==> config.mk <==
export PLATFORM = sky130hd
export DESIGN_NAME = mux_bus_ctrl
export DESIGN_NICKNAME = d
export VERILOG_FILES = /design/src/rtl/mbc_pkg.sv /design/src/rtl/mbc_cycle_decode.sv /design/src/rtl/mbc_seq.sv /design/src/rtl/mbc_pin_mux.sv /design/src/rtl/mux_bus_ctrl.sv
export SDC_FILE = /design/constraint.sdc
export NUM_CORES = 1
export LEC_CHECK = 0
export CAP_MARGIN = 10
export CORE_MARGIN = 3
export CORE_UTILIZATION = 43
export CTS_CLUSTER_SIZE = 40
export DETAILED_ROUTE_END_ITERATION = 6
export GPL_TIMING_DRIVEN = 0
export PLACE_DENSITY = 0.79
export REMOVE_ABC_BUFFERS = 1
export SETUP_SLACK_MARGIN = 0.2
export SKIP_LAST_GASP = 1
export SLEW_MARGIN = 20
export SYNTH_ARGS = -nofsm -noshare
export SYNTH_HDL_FRONTEND = slang
export SYNTH_SLANG_ARGS = --single-unit
==> constraint.sdc <==
create_clock -name clk -period 1.85 [get_ports clk]
set_input_delay 0.37 -clock clk [delete_from_list [all_inputs] [get_ports clk]]
set_output_delay 0.37 -clock clk [all_outputs]
set_load 0.1 [all_outputs]
==> src/rtl/mbc_pkg.sv <==
package mbc_pkg;

    typedef enum logic [2:0] {
        CK_INTA  = 3'd0,
        CK_IORD  = 3'd1,
        CK_IOWR  = 3'd2,
        CK_HALT  = 3'd3,
        CK_FETCH = 3'd4,
        CK_MRD   = 3'd5,
        CK_MWR   = 3'd6,
        CK_RFSH  = 3'd7
    } cyc_kind_e;

    typedef enum logic [2:0] {
        PH_IDLE,
        PH_T1,
        PH_T2,
        PH_T3,
        PH_T4
    } phase_e;

    localparam logic [2:0] STATUS_PASSIVE = 3'b111;

    typedef struct packed {
        logic [2:0] code;
        logic       rd;
        logic       wr;
        logic       rfsh;
    } cyc_attr_t;

endpackage

==> src/rtl/mbc_cycle_decode.sv <==
module mbc_cycle_decode
    import mbc_pkg::*;
(
    input  cyc_kind_e kind,
    output cyc_attr_t attr
);

    always_comb begin
        attr = '{code: STATUS_PASSIVE, rd: 1'b0, wr: 1'b0, rfsh: 1'b0};
        unique case (kind)
            CK_INTA:  attr = '{code: 3'b000, rd: 1'b1, wr: 1'b0, rfsh: 1'b0};
            CK_IORD:  attr = '{code: 3'b001, rd: 1'b1, wr: 1'b0, rfsh: 1'b0};
            CK_IOWR:  attr = '{code: 3'b010, rd: 1'b0, wr: 1'b1, rfsh: 1'b0};
            CK_HALT:  attr = '{code: 3'b011, rd: 1'b0, wr: 1'b0, rfsh: 1'b0};
            CK_FETCH: attr = '{code: 3'b100, rd: 1'b1, wr: 1'b0, rfsh: 1'b0};
            CK_MRD:   attr = '{code: 3'b101, rd: 1'b1, wr: 1'b0, rfsh: 1'b0};
            CK_MWR:   attr = '{code: 3'b110, rd: 1'b0, wr: 1'b1, rfsh: 1'b0};
            CK_RFSH:  attr = '{code: 3'b101, rd: 1'b0, wr: 1'b0, rfsh: 1'b1};
        endcase
    end

endmodule

==> src/rtl/mbc_seq.sv <==
module mbc_seq
    import mbc_pkg::*;
#(
    parameter int ADDR_W = 20,
    parameter int DATA_W = 16
) (
    input  logic              clk,
    input  logic              rst_n,
    input  logic              req_valid,
    input  logic [2:0]        req_kind,
    input  logic [ADDR_W-1:0] req_addr,
    input  logic              req_word,
    input  logic [DATA_W-1:0] req_wdata,
    input  logic              req_ign_rdy,
    input  logic              rdy,
    input  logic [DATA_W-1:0] ad_in,
    input  logic              hold_is_rd,
    output phase_e            phase,
    output cyc_kind_e         hold_kind,
    output logic [ADDR_W-1:0] hold_addr,
    output logic              hold_word,
    output logic [DATA_W-1:0] hold_wdata,
    output logic              req_ready,
    output logic              done,
    output logic [DATA_W-1:0] rdata
);

    phase_e phase_nx;
    logic   hold_ign;
    logic   misaligned;
    logic   accept;
    logic   t3_exit;

    assign req_ready  = (phase == PH_IDLE) || (phase == PH_T4);
    assign misaligned = req_word && req_addr[0];
    assign accept     = req_valid && req_ready && !misaligned;
    assign t3_exit    = (phase == PH_T3) && (rdy || hold_ign);
    assign done       = (phase == PH_T4);

    always_comb begin
        phase_nx = phase;
        unique case (phase)
            PH_IDLE: phase_nx = accept ? PH_T1 : PH_IDLE;
            PH_T1:   phase_nx = PH_T2;
            PH_T2:   phase_nx = PH_T3;
            PH_T3:   phase_nx = t3_exit ? PH_T4 : PH_T3;
            PH_T4:   phase_nx = accept ? PH_T1 : PH_IDLE;
            default: phase_nx = PH_IDLE;
        endcase
    end

    always_ff @(posedge clk or negedge rst_n) begin
        if (!rst_n) begin
            phase <= PH_IDLE;
        end else begin
            phase <= phase_nx;
        end
    end

    always_ff @(posedge clk or negedge rst_n) begin
        if (!rst_n) begin
            hold_kind  <= CK_HALT;
            hold_addr  <= '0;
            hold_word  <= 1'b0;
            hold_wdata <= '0;
            hold_ign   <= 1'b0;
        end else if (accept) begin
            hold_kind  <= cyc_kind_e'(req_kind);
            hold_addr  <= req_addr;
            hold_word  <= req_word;
            hold_wdata <= req_wdata;
            hold_ign   <= req_ign_rdy;
        end
    end

    always_ff @(posedge clk or negedge rst_n) begin
        if (!rst_n) begin
            rdata <= '0;
        end else if (t3_exit && hold_is_rd) begin
            rdata <= ad_in;
        end
    end

    assert_wait_R6: assert property (@(posedge clk) disable iff (!rst_n)
        (phase == PH_T3 && !rdy && !hold_ign) |=> (phase == PH_T3));

    assert_ignore_R7: assert property (@(posedge clk) disable iff (!rst_n)
        (phase == PH_T3 && hold_ign) |=> (phase == PH_T4));

    assert_t1_t2_R3: assert property (@(posedge clk) disable iff (!rst_n)
        (phase == PH_T1) |=> (phase == PH_T2));

    assert_t2_t3_R3: assert property (@(posedge clk) disable iff (!rst_n)
        (phase == PH_T2) |=> (phase == PH_T3));

    assert_misalign_R12: assert property (@(posedge clk) disable iff (!rst_n)
        (phase == PH_IDLE && req_valid && req_word && req_addr[0]) |=> (phase == PH_IDLE));

endmodule

==> src/rtl/mbc_pin_mux.sv <==
module mbc_pin_mux
    import mbc_pkg::*;
#(
    parameter int ADDR_W = 20,
    parameter int DATA_W = 16
) (
    input  logic                     clk,
    input  logic                     rst_n,
    input  phase_e                   phase,
    input  cyc_attr_t                attr,
    input  logic [ADDR_W-1:0]        hold_addr,
    input  logic                     hold_word,
    input  logic [DATA_W-1:0]        hold_wdata,
    output logic [2:0]               bus_status,
    output logic                     ale,
    output logic                     bhe_n,
    output logic                     rd_n,
    output logic                     wr_n,
    output logic                     den_n,
    output logic [ADDR_W-DATA_W-1:0] a_hi,
    output logic [DATA_W-1:0]        ad_out,
    output logic                     ad_oe
);

    localparam int HI_W = ADDR_W - DATA_W;

    logic in_addr;
    logic in_data;
    logic active;
    logic lane_bhe_n;
    logic lane_a0;

    assign in_addr = (phase == PH_T1);
    assign in_data = (phase == PH_T2) || (phase == PH_T3);
    assign active  = in_addr || in_data;

    always_comb begin
        if (attr.rfsh) begin
            lane_bhe_n = 1'b1;
            lane_a0    = 1'b1;
        end else if (hold_word) begin
            lane_bhe_n = 1'b0;
            lane_a0    = hold_addr[0];
        end else begin
            lane_bhe_n = !hold_addr[0];
            lane_a0    = hold_addr[0];
        end
    end

    always_comb begin
        bus_status = active ? attr.code : STATUS_PASSIVE;
        ale        = in_addr;
        bhe_n      = active ? lane_bhe_n : 1'b1;
        a_hi       = in_addr ? hold_addr[ADDR_W-1:DATA_W] : {HI_W{1'b0}};
        rd_n       = !(in_data && attr.rd);
        wr_n       = !(in_data && attr.wr);
        den_n      = !(in_data && (attr.rd || attr.wr));
        ad_oe      = in_addr || (in_data && attr.wr);
        if (in_addr) begin
            ad_out = {hold_addr[DATA_W-1:1], lane_a0};
        end else if (in_data && attr.wr) begin
            ad_out = hold_wdata;
        end else begin
            ad_out = '0;
        end
    end

    assert_ale_pulse_R3: assert property (@(posedge clk) disable iff (!rst_n)
        ale |=> !ale);

    assert_den_addr_R9: assert property (@(posedge clk) disable iff (!rst_n)
        ale |-> den_n);

    assert_ahi_low_R4: assert property (@(posedge clk) disable iff (!rst_n)
        !ale |-> (a_hi == '0));

    assert_strobe_excl_R8: assert property (@(posedge clk) disable iff (!rst_n)
        rd_n || wr_n);

endmodule

==> src/rtl/mux_bus_ctrl.sv <==
module mux_bus_ctrl
    import mbc_pkg::*;
#(
    parameter int ADDR_W = 20,
    parameter int DATA_W = 16
) (
    input  logic                     clk,
    input  logic                     rst_n,
    input  logic                     req_valid,
    input  logic [2:0]               req_kind,
    input  logic [ADDR_W-1:0]        req_addr,
    input  logic                     req_word,
    input  logic [DATA_W-1:0]        req_wdata,
    input  logic                     req_ign_rdy,
    output logic                     req_ready,
    output logic                     done,
    output logic [DATA_W-1:0]        rdata,
    output logic [2:0]               bus_status,
    output logic                     ale,
    output logic                     bhe_n,
    output logic                     rd_n,
    output logic                     wr_n,
    output logic                     den_n,
    output logic [ADDR_W-DATA_W-1:0] a_hi,
    output logic [DATA_W-1:0]        ad_out,
    output logic                     ad_oe,
    input  logic [DATA_W-1:0]        ad_in,
    input  logic                     rdy
);

    phase_e            phase;
    cyc_kind_e         hold_kind;
    cyc_attr_t         attr;
    logic [ADDR_W-1:0] hold_addr;
    logic              hold_word;
    logic [DATA_W-1:0] hold_wdata;

    mbc_cycle_decode u_decode (
        .kind (hold_kind),
        .attr (attr)
    );

    mbc_seq #(.ADDR_W(ADDR_W), .DATA_W(DATA_W)) u_seq (
        .clk         (clk),
        .rst_n       (rst_n),
        .req_valid   (req_valid),
        .req_kind    (req_kind),
        .req_addr    (req_addr),
        .req_word    (req_word),
        .req_wdata   (req_wdata),
        .req_ign_rdy (req_ign_rdy),
        .rdy         (rdy),
        .ad_in       (ad_in),
        .hold_is_rd  (attr.rd),
        .phase       (phase),
        .hold_kind   (hold_kind),
        .hold_addr   (hold_addr),
        .hold_word   (hold_word),
        .hold_wdata  (hold_wdata),
        .req_ready   (req_ready),
        .done        (done),
        .rdata       (rdata)
    );

    mbc_pin_mux #(.ADDR_W(ADDR_W), .DATA_W(DATA_W)) u_pins (
        .clk        (clk),
        .rst_n      (rst_n),
        .phase      (phase),
        .attr       (attr),
        .hold_addr  (hold_addr),
        .hold_word  (hold_word),
        .hold_wdata (hold_wdata),
        .bus_status (bus_status),
        .ale        (ale),
        .bhe_n      (bhe_n),
        .rd_n       (rd_n),
        .wr_n       (wr_n),
        .den_n      (den_n),
        .a_hi       (a_hi),
        .ad_out     (ad_out),
        .ad_oe      (ad_oe)
    );

    assert_halt_quiet_R10: assert property (@(posedge clk) disable iff (!rst_n)
        (bus_status == 3'b011) |-> (rd_n && wr_n && den_n && !(ad_oe && !ale)));

    assert_passive_R2: assert property (@(posedge clk) disable iff (!rst_n)
        (bus_status == STATUS_PASSIVE) |-> (rd_n && wr_n && den_n && !ale));

    assert_done_passive_R3: assert property (@(posedge clk) disable iff (!rst_n)
        done |-> (bus_status == STATUS_PASSIVE));

endmodule

* Word-level counts from Yosys, hierarchy flattened
Memory sizes are Yosys's and may differ from the RTL's.
Index checks and enable logic that the tools add are counted.
** Storage, ports and cells
- Word-level logic and storage cells :: 44
- Input bits :: 61
- Memories :: 1
- Bits in latches :: 0
- RAM bits :: 0
- Output and inout bits :: 47
- ROM bits :: 48
- Bits in registers :: 60
** Memories
- (no name shown) :: words 8, bits a word 6, rd ports 1, clocked after memory_dff 0, write ports 0, line mbc_cycle_decode.sv:10 : unique case (kind)
** Cells by class
- Div/mod/pow operators :: 0
- Reduce and logical (&&, ||, !) cells :: 21
- Order comparisons :: 0
- Multipliers :: 0
- Bitwise logic cells :: 0
- Equality and inequality tests :: 4
- Muxes and demuxes :: 11
- Shifts and indexed selects :: 0
- $add $sub $neg :: 0
** Operators by type and width (number)
- $mux 16 :: 2
- $pmux 3 s4 :: 1
- $logic_and 1x1->1 :: 8
- $eq 3x2->1 const B :: 2
- $logic_or 1x1->1 :: 6
- $mux 3 :: 2
- $logic_not 1->1 :: 5
- $mux 1 :: 5
- $mux 4 :: 1
- $eq 3x1->1 const B :: 1
- $eq 3x3->1 const B :: 1
- $logic_not 3->1 :: 1
- $reduce_or 2->1 :: 1

* Longest topological paths before layout
- Depth in word-level cells :: 6
- Depth in mapped cells :: 7
- Mapped depth without buffers :: 4

* Hierarchy
Synthesis repeated with hierarchy kept, for this count alone.
** Second synthesis, totals
- Cells, all modules :: 178
- Area, all modules :: 2586.2 µm²
** Modules (own cells, without submodules)
- mbc_seq :: area an instance 2263.4 µm², cells an instance 134, instances 1, sequential area each 1503.9 µm²
- mbc_pin_mux :: area an instance 280.3 µm², cells an instance 38, instances 1, sequential area each 0.0 µm²
- mbc_cycle_decode :: area an instance 42.5 µm², cells an instance 6, instances 1, sequential area each 0.0 µm²

* Worst setup path before layout
Ideal clock, no wire load.
- Path kind :: flip-flop to output port
- Start point :: reg u_seq.hold_kind[1]
- End point :: out ad_out[0]
- Cell stages (with the launch flop) :: 4
- Arrival :: 3.281 ns
- Setup slack :: -1.801 ns
- Required time :: 1.480 ns
- Path buffers :: 1
- Path through :: dfstp_2 clkbuf_2 nand3b_1 o22ai_1
** On the way
- Cells in the longest elaborated chain, start to end :: 4
- Elaborated cells between the ends (all ways) :: 5
- Those cells by class :: mux (3); reduce/logical (1); memory (1)
** RTL lines
- start: declaration :: line mbc_seq.sv:19 : output cyc_kind_e hold_kind,
- start signal: assignment :: line mbc_seq.sv:68 : hold_kind <= cyc_kind_e'(req_kind);
- $mem_v2 8x6 *
- $logic_and 1x1->1 :: line mbc_pin_mux.sv:61 : end else if (in_data && attr.wr) begin
- $mux 16 :: line mbc_pin_mux.sv:61
- $mux 16 * :: line mbc_pin_mux.sv:59 : if (in_addr) begin
- end: declaration :: line mux_bus_ctrl.sv:25 : output logic [DATA_W-1:0] ad_out,
Every way passes the cells marked *; elsewhere a longest branch is shown, timed or not.

* Worst setup path in the final report
- Start point :: reg u_seq.phase[1]
- End point :: out ad_out[2]
** On the way
- Cells in the longest elaborated chain, start to end :: 5
- Elaborated cells between the ends (all ways) :: 7
- Those cells by class :: eq/ne (3); mux (2); reduce/logical (2)
** RTL lines
- start: declaration :: line mbc_seq.sv:18 : output phase_e phase,
- start signal: assignment :: line mbc_seq.sv:56 : phase <= phase_nx;
- $eq 3x2->1 :: line mbc_pin_mux.sv:34 : assign in_data = (phase == PH_T2) || (phase == PH_T3);
- $logic_or 1x1->1 :: line mbc_pin_mux.sv:34
- $logic_and 1x1->1 :: line mbc_pin_mux.sv:61
- $mux 16 :: line mbc_pin_mux.sv:61
- $mux 16 * :: line mbc_pin_mux.sv:59
Marks and branches as above.

==> results.json <==
{
  "drtIter0Drc": 102,
  "avgSynthCellArea_um2": 12.9,
  "seq_area_frac_synth_pct": 56.0,
  "fp.dieH_um": 85.0,
  "cts.htree.levels": 3,
  "critPathRequiredTime_ns": 1.48,
  "cp.arrival_ns": 1.95,
  "crit_path_max_fanout": 7,
  "grt_max_degree": 42,
  "syn_inst": 209,
  "hold_class": "in2async",
  "io_pins": 108,
  "max_slew_margin_pct": 54.8,
  "clk_path_buf_depth": 2,
  "port_buffers": 107,
  "synth_top_cell_area_share_pct": 54.0,
  "worst-r2r-cell-count": 8,
  "async_flop_share_pct": 100,
  "rr_endpoint": "u_seq.rdata[8]",
  "violations": "setup timing",
  "cts_tree": "built",
  "yosys-top-cells-area": "dfrtp_1, mux2_2, mux2_4",
  "overflow": 0,
  "worstPathCellList": "or3b_4 > inv_8 > nand2_4 > a21oi_4 > buf_12",
  "grt_pass1_vias": 2529,
  "status": "finished with violations",
  "ys_ff_latch": 60,
  "final_area_mm2": 0.00518,
  "yosysWarnings": 0,
  "tns_ns": -11.51,
  "finalMaxSlewViolations": 0,
  "grt_pass1_wl_um": 13600,
  "rows": 28,
  "slowest_stage": "or3b_4",
  "synth.top_cells.by_count": "dfrtp_1, mux2_2, nand2_1",
  "num_vias": 2430,
  "final_core_util_pct": 86.5,
  "hold_violations": 0,
  "drive_gt1_share_pct": 63.3,
  "clock_sinks": 60,
  "gp_congestion": 0.757,
  "placed_area_mm2": 0.00378,
  "core_area_mm2": 0.00599,
  "rsz0062_at_grt": "yes",
  "dieArea_mm2": 0.00723,
  "final_nets": 421,
  "min_period_over_period_pct": 125,
  "antenna_found_initial": 0,
  "setup_violations": 44,
  "drc_errors": 0,
  "synth-edff-count": 0,
  "start_util_pct": 44.8,
  "netlist_area_mm2": 0.00269,
  "max_freq_mhz": 432,
  "fp.dieW_um": 85.0,
  "area_growth_syn_to_layout_pct": 92.9,
  "viasPerCell": 5.52,
  "grt_util_all_layers_pct": 25.1,
  "routed_wirelength_um": 10600,
  "clock_latency_ns": 0.35,
  "drv_cap": 0,
  "synth_ff_type": "dfrtp_1",
  "num_antenna_cells": 0,
  "synth.most_common_cell": "dfrtp_1",
  "endpoint_kind": "output port",
  "antenna_left": 0,
  "timing.rr.start": "u_seq.phase[2]",
  "r2r_setup_slack_ns": -0.05,
  "wl_per_cell_um": 24.2,
  "skew_ns": 0.00935,
  "drt_first_pass_iters": 4,
  "critPathMaxStageDelay_ns": 0.55,
  "synth_top_cell_by_area": "dfrtp_1",
  "cp-start-kind": "flop",
  "post-route-min-period_ns": 2.32,
  "worst_slew_pin_slew_ns": 0.677,
  "cts_buffers": 9,
  "worst_slack_ns": -0.466,
  "clkSlewWorstSetupHoldPaths_ns": 0.07,
  "dp_hpwl_um": 4450,
  "cts_root_buf": "clkbuf_8",
  "worstSetupPathType": "reg2out",
  "synth_cell_types": 34
}
[registers in the layout, indices dropped and copies added, names as in the netlist]
register,cells
u_seq.hold_ign,1
u_seq.hold_addr,20
u_seq.hold_word,1
u_seq.rdata,16
u_seq.phase,3
u_seq.hold_wdata,16
u_seq.hold_kind,3
[metrics by stage]
stage	std cells	hold slack, ns	setup slack [ns]
floorplan	197	0.0744	-1.76
CTS	426	0.464	-0.393
global route	440	0.461	-0.486
detailed placement	380	0.269	-1.58
global placement	379	0.482	-1.56
finish	440	0.467	-0.466
[routing by layer]
| layer | track usage (%) | vias up | wire, µm |
|---|---|---|---|
| met5 | 0 | - | 0 |
| met4 | 8.20 | 0 | 399 |
| met3 | 8.06 | 34 | 690 |
| met2 | 45.8 | 116 | 5840 |
| met1 | 27.4 | 1242 | 3700 |
| li1 | - | 1038 | - |
[worst max-delay path, delay by kind of cell (launching register included)]
kind | cells | cell delay, ns
AND/OR/NAND/NOR | 2 | 0.62
buffers and inverters | 2 | 0.36
AO/OA/AOI/OAI | 1 | 0.17
flip-flops | 1 | 0.44
[area by class of cell]
class	instances	area, µm²
clock buffer	14	173
clock inverter	2	10.0
fill	296	808
inverter	3	26.3
multi-input combinational	140	1590
sequential	60	1510
tap	75	93.8
timing repair buffer	143	1750
timing repair inverter	3	33.8
[cells by family (layout without fill, tap and decap cells)]
| kind of cell | Yosys count | in the layout | share of synthesized area, % |
|---|---|---|---|
| AND/OR/NAND/NOR | 52 | 57 | 9.87 |
| AO/OA/AOI/OAI | 25 | 26 | 5.31 |
| multiplexers | 57 | 57 | 25.3 |
| buffers and inverters | 15 | 165 | 3.54 |
| flip-flops | 60 | 60 | 56.0 |
[cell usage in the layout (no fill, tap or decap), drive strengths merged, types with 2 or more instances in the layout]
| master | count |
|---|---|
| and2 | 5 |
| clkdlybuf4s50 | 58 |
| o21ai | 3 |
| nand3 | 6 |
| mux2 | 57 |
| dfrtp | 58 |
| inv | 5 |
| dfstp | 2 |
| nor2 | 2 |
| nand2b | 3 |
| nand2 | 34 |
| or3 | 2 |
| a21oi | 15 |
| nand3b | 2 |
| a21o | 2 |
| clkinv | 3 |
| buf | 77 |
| clkbuf | 15 |
| clkdlybuf4s18 | 4 |
[worst max-delay path by stage]
| stage | from | end | slack, ns | cells after the start |
|---|---|---|---|---|
| floorplan | u_seq.phase[2] | ad_out[0] | -1.76 | 3 |
| CTS | u_seq.phase[0] | ad_out[3] | -0.39 | 5 |
| global placement | rst_n | u_seq.hold_wdata[11] | -1.56 | 1 |
| finish | u_seq.phase[1] | ad_out[2] | -0.47 | 5 |
| detailed placement | u_seq.phase[1] | ad_out[3] | -1.58 | 5 |
| global route | u_seq.phase[1] | ad_out[5] | -0.49 | 5 |
[timing repair]
item	in CTS	in global routing
endpoints found under the hold margin	17	0
hold buffers	1	0
buffers inserted	24	8
endpoints found under the setup margin	105	103
gates cloned	5	6
pin swaps	19	33
resized for setup	369	124
Power is left out: the tool's default activity adds up to more than one toggle a clock period on the data nets, which glitch-free logic cannot reach.
